`src/rtl/vuart_pkg.sv`:
```
package vuart_pkg;

    parameter int unsigned DW = 8;
    parameter int unsigned AW = 3;
    parameter int unsigned IDW = 4;
    localparam int unsigned BANK_BIT = 7;

    typedef enum logic [AW-1:0] {
        OFS_DATA    = 3'd0,
        OFS_IEN     = 3'd1,
        OFS_IDENT   = 3'd2,
        OFS_LCTL    = 3'd3,
        OFS_MCTL    = 3'd4,
        OFS_LSTAT   = 3'd5,
        OFS_MSTAT   = 3'd6,
        OFS_SCRATCH = 3'd7
    } ofs_e;

    localparam logic [IDW-1:0] ID_NONE = 4'b0001;
    localparam logic [IDW-1:0] ID_RXD  = 4'b0100;
    localparam logic [IDW-1:0] ID_TXE  = 4'b0010;

    localparam logic [DW-1:0] LSTAT_BASE = 8'h60;

    typedef struct packed {
        logic [DW-1:0] lctl;
        logic [DW-1:0] mctl;
        logic [DW-1:0] mstat;
        logic [DW-1:0] scratch;
        logic [DW-1:0] ien;
        logic [DW-1:0] div_lo;
        logic [DW-1:0] div_hi;
        logic [DW-1:0] rdata;
        logic [DW-1:0] txb;
        logic          ack;
        logic          pop;
        logic          push;
        logic          irq;
    } state_t;

    typedef struct packed {
        logic data;
        logic ien;
        logic lctl;
        logic mctl;
        logic mstat;
        logic scratch;
        logic div_lo;
        logic div_hi;
    } wsel_t;

endpackage

```
`src/rtl/vuart_decode.sv`:
```
module vuart_decode
    import vuart_pkg::*;
(
    input  logic          req_wr,
    input  logic [AW-1:0] adr,
    input  logic          bank,
    output wsel_t         wsel
);
    always_comb begin
        wsel = '0;
        if (req_wr) begin
            case (ofs_e'(adr))
                OFS_DATA:    if (bank) wsel.div_lo = 1'b1; else wsel.data = 1'b1;
                OFS_IEN:     if (bank) wsel.div_hi = 1'b1; else wsel.ien  = 1'b1;
                OFS_LCTL:    wsel.lctl    = 1'b1;
                OFS_MCTL:    wsel.mctl    = 1'b1;
                OFS_MSTAT:   wsel.mstat   = 1'b1;
                OFS_SCRATCH: wsel.scratch = 1'b1;
                default:     wsel = '0;
            endcase
        end
    end
endmodule

```
`src/rtl/vuart_irq_prio.sv`:
```
module vuart_irq_prio
    import vuart_pkg::*;
(
    input  logic           en_rx,
    input  logic           en_tx,
    input  logic           rx_avail,
    output logic           pending,
    output logic [IDW-1:0] ident
);
    logic rx_src;
    assign rx_src = en_rx & rx_avail;

    always_comb begin
        if (rx_src)      ident = ID_RXD;
        else if (en_tx)  ident = ID_TXE;
        else             ident = ID_NONE;
        pending = rx_src | en_tx;
    end
endmodule

```
`src/rtl/vuart_regbridge.sv`:
```
module vuart_regbridge
    import vuart_pkg::*;
(
    input  logic          clk,
    input  logic          rst_n,
    input  logic          wb_cyc,
    input  logic          wb_stb,
    input  logic          wb_we,
    input  logic [2:0]    wb_adr,
    input  logic [7:0]    wb_dat_w,
    output logic [7:0]    wb_dat_r,
    output logic          wb_ack,
    input  logic          rx_avail,
    input  logic [7:0]    rx_byte,
    output logic          rx_pop,
    input  logic          tx_space,
    output logic          tx_push,
    output logic [7:0]    tx_byte,
    output logic          irq
);
    state_t st_d, st_q;
    logic   req, bank, pending;
    logic [IDW-1:0] ident;
    wsel_t  wsel;

    assign req  = wb_cyc & wb_stb & ~st_q.ack;
    assign bank = st_q.lctl[BANK_BIT];

    vuart_decode u_dec (
        .req_wr (req & wb_we),
        .adr    (wb_adr),
        .bank   (bank),
        .wsel   (wsel)
    );

    vuart_irq_prio u_prio (
        .en_rx    (st_q.ien[0]),
        .en_tx    (st_q.ien[1]),
        .rx_avail (rx_avail),
        .pending  (pending),
        .ident    (ident)
    );

    always_comb begin
        st_d      = st_q;
        st_d.ack  = req;
        st_d.pop  = 1'b0;
        st_d.push = 1'b0;
        st_d.irq  = pending;

        if (wsel.lctl)    st_d.lctl    = wb_dat_w;
        if (wsel.mctl)    st_d.mctl    = wb_dat_w;
        if (wsel.mstat)   st_d.mstat   = wb_dat_w;
        if (wsel.scratch) st_d.scratch = wb_dat_w;
        if (wsel.ien)     st_d.ien     = wb_dat_w;
        if (wsel.div_lo)  st_d.div_lo  = wb_dat_w;
        if (wsel.div_hi)  st_d.div_hi  = wb_dat_w;
        if (wsel.data && tx_space) begin
            st_d.push = 1'b1;
            st_d.txb  = wb_dat_w;
        end

        if (req && !wb_we) begin
            case (ofs_e'(wb_adr))
                OFS_DATA: begin
                    if (bank) begin
                        st_d.rdata = st_q.div_lo;
                    end else if (rx_avail) begin
                        st_d.rdata = rx_byte;
                        st_d.pop   = 1'b1;
                    end else begin
                        st_d.rdata = '0;
                    end
                end
                OFS_IEN:     st_d.rdata = bank ? st_q.div_hi : st_q.ien;
                OFS_IDENT:   st_d.rdata = {{(DW-IDW){1'b0}}, ident};
                OFS_LCTL:    st_d.rdata = st_q.lctl;
                OFS_MCTL:    st_d.rdata = st_q.mctl;
                OFS_LSTAT:   st_d.rdata = LSTAT_BASE | {{(DW-1){1'b0}}, rx_avail};
                OFS_MSTAT:   st_d.rdata = st_q.mstat;
                OFS_SCRATCH: st_d.rdata = st_q.scratch;
                default:     st_d.rdata = '0;
            endcase
        end
    end

    always_ff @(posedge clk) begin
        if (!rst_n) st_q <= '0;
        else        st_q <= st_d;
    end

    assign wb_dat_r = st_q.rdata;
    assign wb_ack   = st_q.ack;
    assign rx_pop   = st_q.pop;
    assign tx_push  = st_q.push;
    assign tx_byte  = st_q.txb;
    assign irq      = st_q.irq;
endmodule

```
`config.mk`:
```
export PLATFORM = sky130hd
export DESIGN_NAME = vuart_regbridge
export DESIGN_NICKNAME = d
export VERILOG_FILES = /design/src/rtl/vuart_pkg.sv /design/src/rtl/vuart_decode.sv /design/src/rtl/vuart_irq_prio.sv /design/src/rtl/vuart_regbridge.sv
export SDC_FILE = /design/constraint.sdc
export NUM_CORES = 1
export LEC_CHECK = 0
export ABC_AREA = 1
export BUFFER_PORTS_ARGS = -buffer_cell sky130_fd_sc_hd__buf_4
export CORE_ASPECT_RATIO = 0.5
export CORE_UTILIZATION = 60
export CTS_CLUSTER_SIZE = 8
export DETAILED_ROUTE_END_ITERATION = 7
export PLACE_DENSITY = 0.87
export SLEW_MARGIN = 15
export SYNTH_ARGS = -nofsm -noshare
export SYNTH_HDL_FRONTEND = slang
export SYNTH_SLANG_ARGS = --single-unit
```
`constraint.sdc`:
```
create_clock -name clk -period 3.95 [get_ports clk]
set_clock_uncertainty 0.2 [all_clocks]
set_input_delay 0.1975 -clock clk [delete_from_list [all_inputs] [get_ports clk]]
set_output_delay 0.1975 -clock clk [all_outputs]
set_load 0.02 [all_outputs]
```
# [Word-level counts from Yosys, hierarchy flattened]
# Cells that the tools add are included.
[op_classes] addsub=0 mul=0 div_mod_pow=0 magnitude_cmp=0 n_eq_ne=7 n_shift=0 muxes=19 n_bitwise=9 n_reduce_logical=5
[op_table] op="case mux 8 bit (8 select lines)" count=1
[op_table] op="2-to-1 mux 8 bit" count=4
[op_table] op="equality test 3 bit, second input constant" count=4
[op_table] op="2-to-1 mux 1 bit" count=12
[op_table] op="equality test 3 x 2 -> 1 bit, second input constant" count=2
[op_table] op="AND 1 bit" count=4
[op_table] op="2-to-1 mux 4 bit" count=1
[op_table] op="NOT 1 bit" count=4
[op_table] op="OR reduction 4 bit" count=1
[op_table] op="equality test 3 x 1 -> 1 bit, second input constant" count=1
[op_table] op="zero test 3 bit" count=1
[op_table] op="logical AND 1 bit" count=2
[op_table] op="2-to-1 mux 2 bit" count=1
[op_table] op="zero test 1 bit" count=1
[op_table] op="bitwise OR 1 bit" count=1
[word_totals] ff_bits=76 latchBits=0 ram_bits=0 romBits=0 inputBits=26 output_inout_bits=20 memories=0

# [Longest topological paths before layout]
[logic_depth] depth_word=6 depth_mapped=10 ltp_nobuf=9

# [Hierarchy]
# Synthesis repeated with hierarchy kept, for this count alone.
[hier_totals] hier_cells=528 area_unflattened_um2=3666.0
[by_module_without_submodules] module="vuart_regbridge" instances=1 cells_each=500 area_per_inst_um2=3548.4 seq_area_each_um2=1521.5
[by_module_without_submodules] module="vuart_decode" instances=1 cells_each=19 area_per_inst_um2=73.8 seq_area_each_um2=0.0
[by_module_without_submodules] module="vuart_irq_prio" instances=1 cells_each=9 area_per_inst_um2=43.8 seq_area_each_um2=0.0

# [Worst setup path before layout]
# No wires, ideal clock.
[synth_path] path_kind="reg2reg" startpoint="reg st_q (netlist bit wb_ack)" endpoint="reg st_q[31] (netlist name)" setup_ns=0.120 arrival_ns=1.284 slack_ns=2.346 stages_incl_launch_ff=7 path_cell_list="dfxtp_1 -> nand3b_1 -> nor2_2 -> nand2_1 -> buf_2 -> o21ai_1 -> a21oi_1"
[synth_between] elab_chain_len=4
[synth_lines] element="start, declared" line="vuart_regbridge.sv:21" rtl="state_t st_d, st_q;"
[synth_lines] element="start signal, assigned" line="vuart_regbridge.sv:89" rtl="else st_q <= st_d;"
[synth_lines] element="NOT 1 bit" line="vuart_regbridge.sv:26" rtl="assign req = wb_cyc & wb_stb & ~st_q.ack;"
[synth_lines] element="AND 1 bit" line="vuart_regbridge.sv:26"
[synth_lines] element="AND 1 bit" line="vuart_regbridge.sv:30" rtl=".req_wr (req & wb_we),"
[synth_lines] element="2-to-1 mux 8 bit" line="vuart_decode.sv:11" rtl="if (req_wr) begin"
# No other way between the ends.
# A chain may end at the register's enable or synchronous reset.

# [Final worst setup path]
[layout_path] startpoint="in wb_cyc" endpoint="reg st_q[70] (netlist name)"
[layout_between] elab_chain_len=4
[layout_lines] element="start, declared" line="vuart_regbridge.sv:6" rtl="input logic wb_cyc,"
[layout_lines] element="AND 1 bit (2 in a row)" line="vuart_regbridge.sv:26"
[layout_lines] element="AND 1 bit" line="vuart_regbridge.sv:30"
[layout_lines] element="2-to-1 mux 8 bit" line="vuart_decode.sv:11"
# No other way between the ends.

==> results.md <==
* Worst setup path category: primary input to register
* Area contributors post-synth: dfxtp_1 43%, nand2_1 8.8%, nor2_1 8.5%, a21oi_1 6.7%, o21ai_0 5.0%
* Failing checks: design-rule violations
* Share of cells above drive strength 1 at 16.3%
* Synth Cell Area at 3570 µm²
* Worst-path clk slew at 60 ps
* DIE AREA at 6280 µm²
* Delay-heaviest family, CP: simple AND/OR/NAND/NOR gates
* Routed vias/inst at 5.68
* CTS buffer count at 9
* R2r worst-path depth at 6
* Cell depth of the worst hold path at 2
* Area Overhead vs Synth at 16.4%
* Crit share post-route at 52.2%
* Vias at 3446
* Pre-CTS setup slack at 2000 ps
* Area leader, netlist: dfxtp_1
* Crit path DAT at 2130 ps
* Main flop type after synthesis: dfxtp_1
* FFs w/ async S/R, synth at 0%
* Setup bufs post-CTS at 0
* Final setup fails at 0
* Routed length per placed instance at 15.2 µm
* Slew HR at 58.2%
* Initial core utilization at 63.6%
* Routability-driven placement congestion ratio at 0.961
* CP peak stage delay at 540 ps
* Critical path startpoint category: primary input
* DR iter-0 viols at 295
* DRC viols at 2
* Max Slew Vio Count at 0
* Placement row count at 19
* Worst hold path class: primary input to register
* CP dominant cell by count: nor2_2
* IO Count at 46
* Max cap viols at 0
* Clock Tree Buf Depth at 2
* Core area at 5610 µm²
* Maximum number of pins on one net before global-route repair at 75
* Slew @ Worst Pin at 627 ps
* Syn avg cell area at 7.08 µm²
* Critical path cell sequence: dlygate4sd3_1 -> buf_4 -> nand2_1 -> nor2_2 -> nand2_2 -> nor2_2 -> o21ai_0 -> a21oi_1
* Post-DP Area at 3760 µm²
* Initial antenna violation count at 1
* First-pass GRT wire length at 15000 µm
* Final instance area at 4150 µm²
* Synth cell types at 26
* Clock sink count at 76
* Setup TNS at 0 ps
* Min Tclk post-route at 2060 ps
* Worst Path Max Fanout at 16
* Fmax at 0.485 GHz
* CTS tree: built
* DRT antenna net count at 0
* Quantity of I/O buffers inserted on ports at 45
* CP Depth at 8
* Number of synthesized flops with an enable pin at 0
* Flop2flop setup slack at 1940 ps
* Diode count at 0
* Register area share after synthesis at 42.6%
* Final setup margin at 1890 ps
* Cells after Synth at 504
* Post-DP HPWL at 6190 µm
* Flops & latches, synth at 76
* Die extent in y at 56.5 µm
* Vias in the first global route at 3084
* Number of H-tree levels at 3
* Drt first pass iters at 8
* Hold-fix buffers, CTS at 10
* Leak at 0.00185 µW
* Post-synth net total at 530
* RSZ-0062 raised after global routing: no
* Total Wirelength at 9250 µm
* Clk root buf: clkbuf_16
* Final design utilization at 74.0%
* Status: complete, but fails checks
* Largest vdd supply drop at 236 µV
* Critical Path End Type: register
* Buf+Inv Stages, Crit Path at 2
* Final hold vios at 0
* Most frequent cell after synthesis: nand2_1
* Area share of the largest cell type after synthesis at 42.6%
* Slowest library cell on the worst path: nor2_2
* Die W at 111 µm
* Total GRT Usage at 31.8%
* Congestion Overflow GR at 0
* Final net count at 556
* PwrDens at 417 nW/µm²
* Skew-Pair Late Insertion Delay at 340 ps
* Synth warn at 0
* CP required at 4020 ps
* Synth cell count leaders: 84 x nand2_1, 81 x nor2_1, 76 x dfxtp_1
* # resized after CTS at 0
## state kept, by name, summed over array words and instances, names as in the netlist
| signal | cells |
|---|---|
| irq | 1 |
| wb_dat_r | 8 |
| st_q | 55 |
| wb_ack | 1 |
| tx_push | 1 |
| rx_pop | 1 |
| tx_byte | 8 |
| bank | 1 |
## layout make-up
cell class                 instances  area, µm²
clock inverter                     5       52.6
tap                               73       91.3
inverter                          37        141
multi-input combinational        351       1670
clock buffer                      10        239
sequential                        76       1520
fill                             454       1460
timing repair buffer              55        438
## worst reg2reg max path, cell delays in order (launching register included)
cell     delay [ps]
dfxtp_1         640
inv_2           290
nor2_1          160
nand2_1         230
inv_1           240
nor2_1           60
nor2_1          110
## cell usage in the layout, fill, tap and decap left out, types with 3 or more instances in the layout
master and n:
nand2_1 84, nor2_1 81, dfxtp_1 76, a21oi_1 48
buf_4 45, o21ai_0 36, o21ai_1 31, inv_1 30
nand3_1 30, nand4_1 16, dlygate4sd3_1 10, clkbuf_16 9
nor2_4 7, inv_2 5, clkinv_2 5, nand2_2 4
nand3_2 4, nor2_2 3
## cell families (layout without fill, tap and decap cells)
| group | Yosys count | count (layout) | synth area share, % |
|---|---|---|---|
| flip-flops | 76 | 76 | 42.6 |
| buffers and inverters | 77 | 107 | 10.6 |
| AND/OR/NAND/NOR | 236 | 236 | 30.6 |
| AO/OA/AOI/OAI | 115 | 115 | 16.1 |
## metal layers
metal / GRT usage, % / part of all wire (%) / up-vias
li1: - / - / 1690
met1: 42.4 / 43 / 1547
met2: 45.8 / 42 / 171
met3: 11.1 / 12 / 36
met4: 15.6 / 3.0 / 2
met5: 0 / 0.14 / -
## power breakdown
part	leakage, µW	switching (µW)	total [µW]	internal [µW]
combinational	0.00109	93.1	143	50.1
clock	0.000144	308	807	498
sequential	0.000614	6.30	783	777
total	0.00185	408	1730	1330
## path summary, 6_finish.rpt
check,from,end
max,wb_cyc,st_q[70]
min,rx_avail,rx_pop
max reg2reg,bank,st_q[33]
min reg2reg,st_q[35],st_q[35]
## stage by stage
step / hold slack [ps] / power [µW] / std cells
global placement: 247 / 928 / 582
finish: 19.8 / 1730 / 607
global route: 25.0 / 1780 / 607
CTS: 12.7 / 1730 / 607
floorplan: 132 / 884 / 504
detailed placement: 241 / 930 / 582
Note: power is estimated with default switching activity, not from simulation.
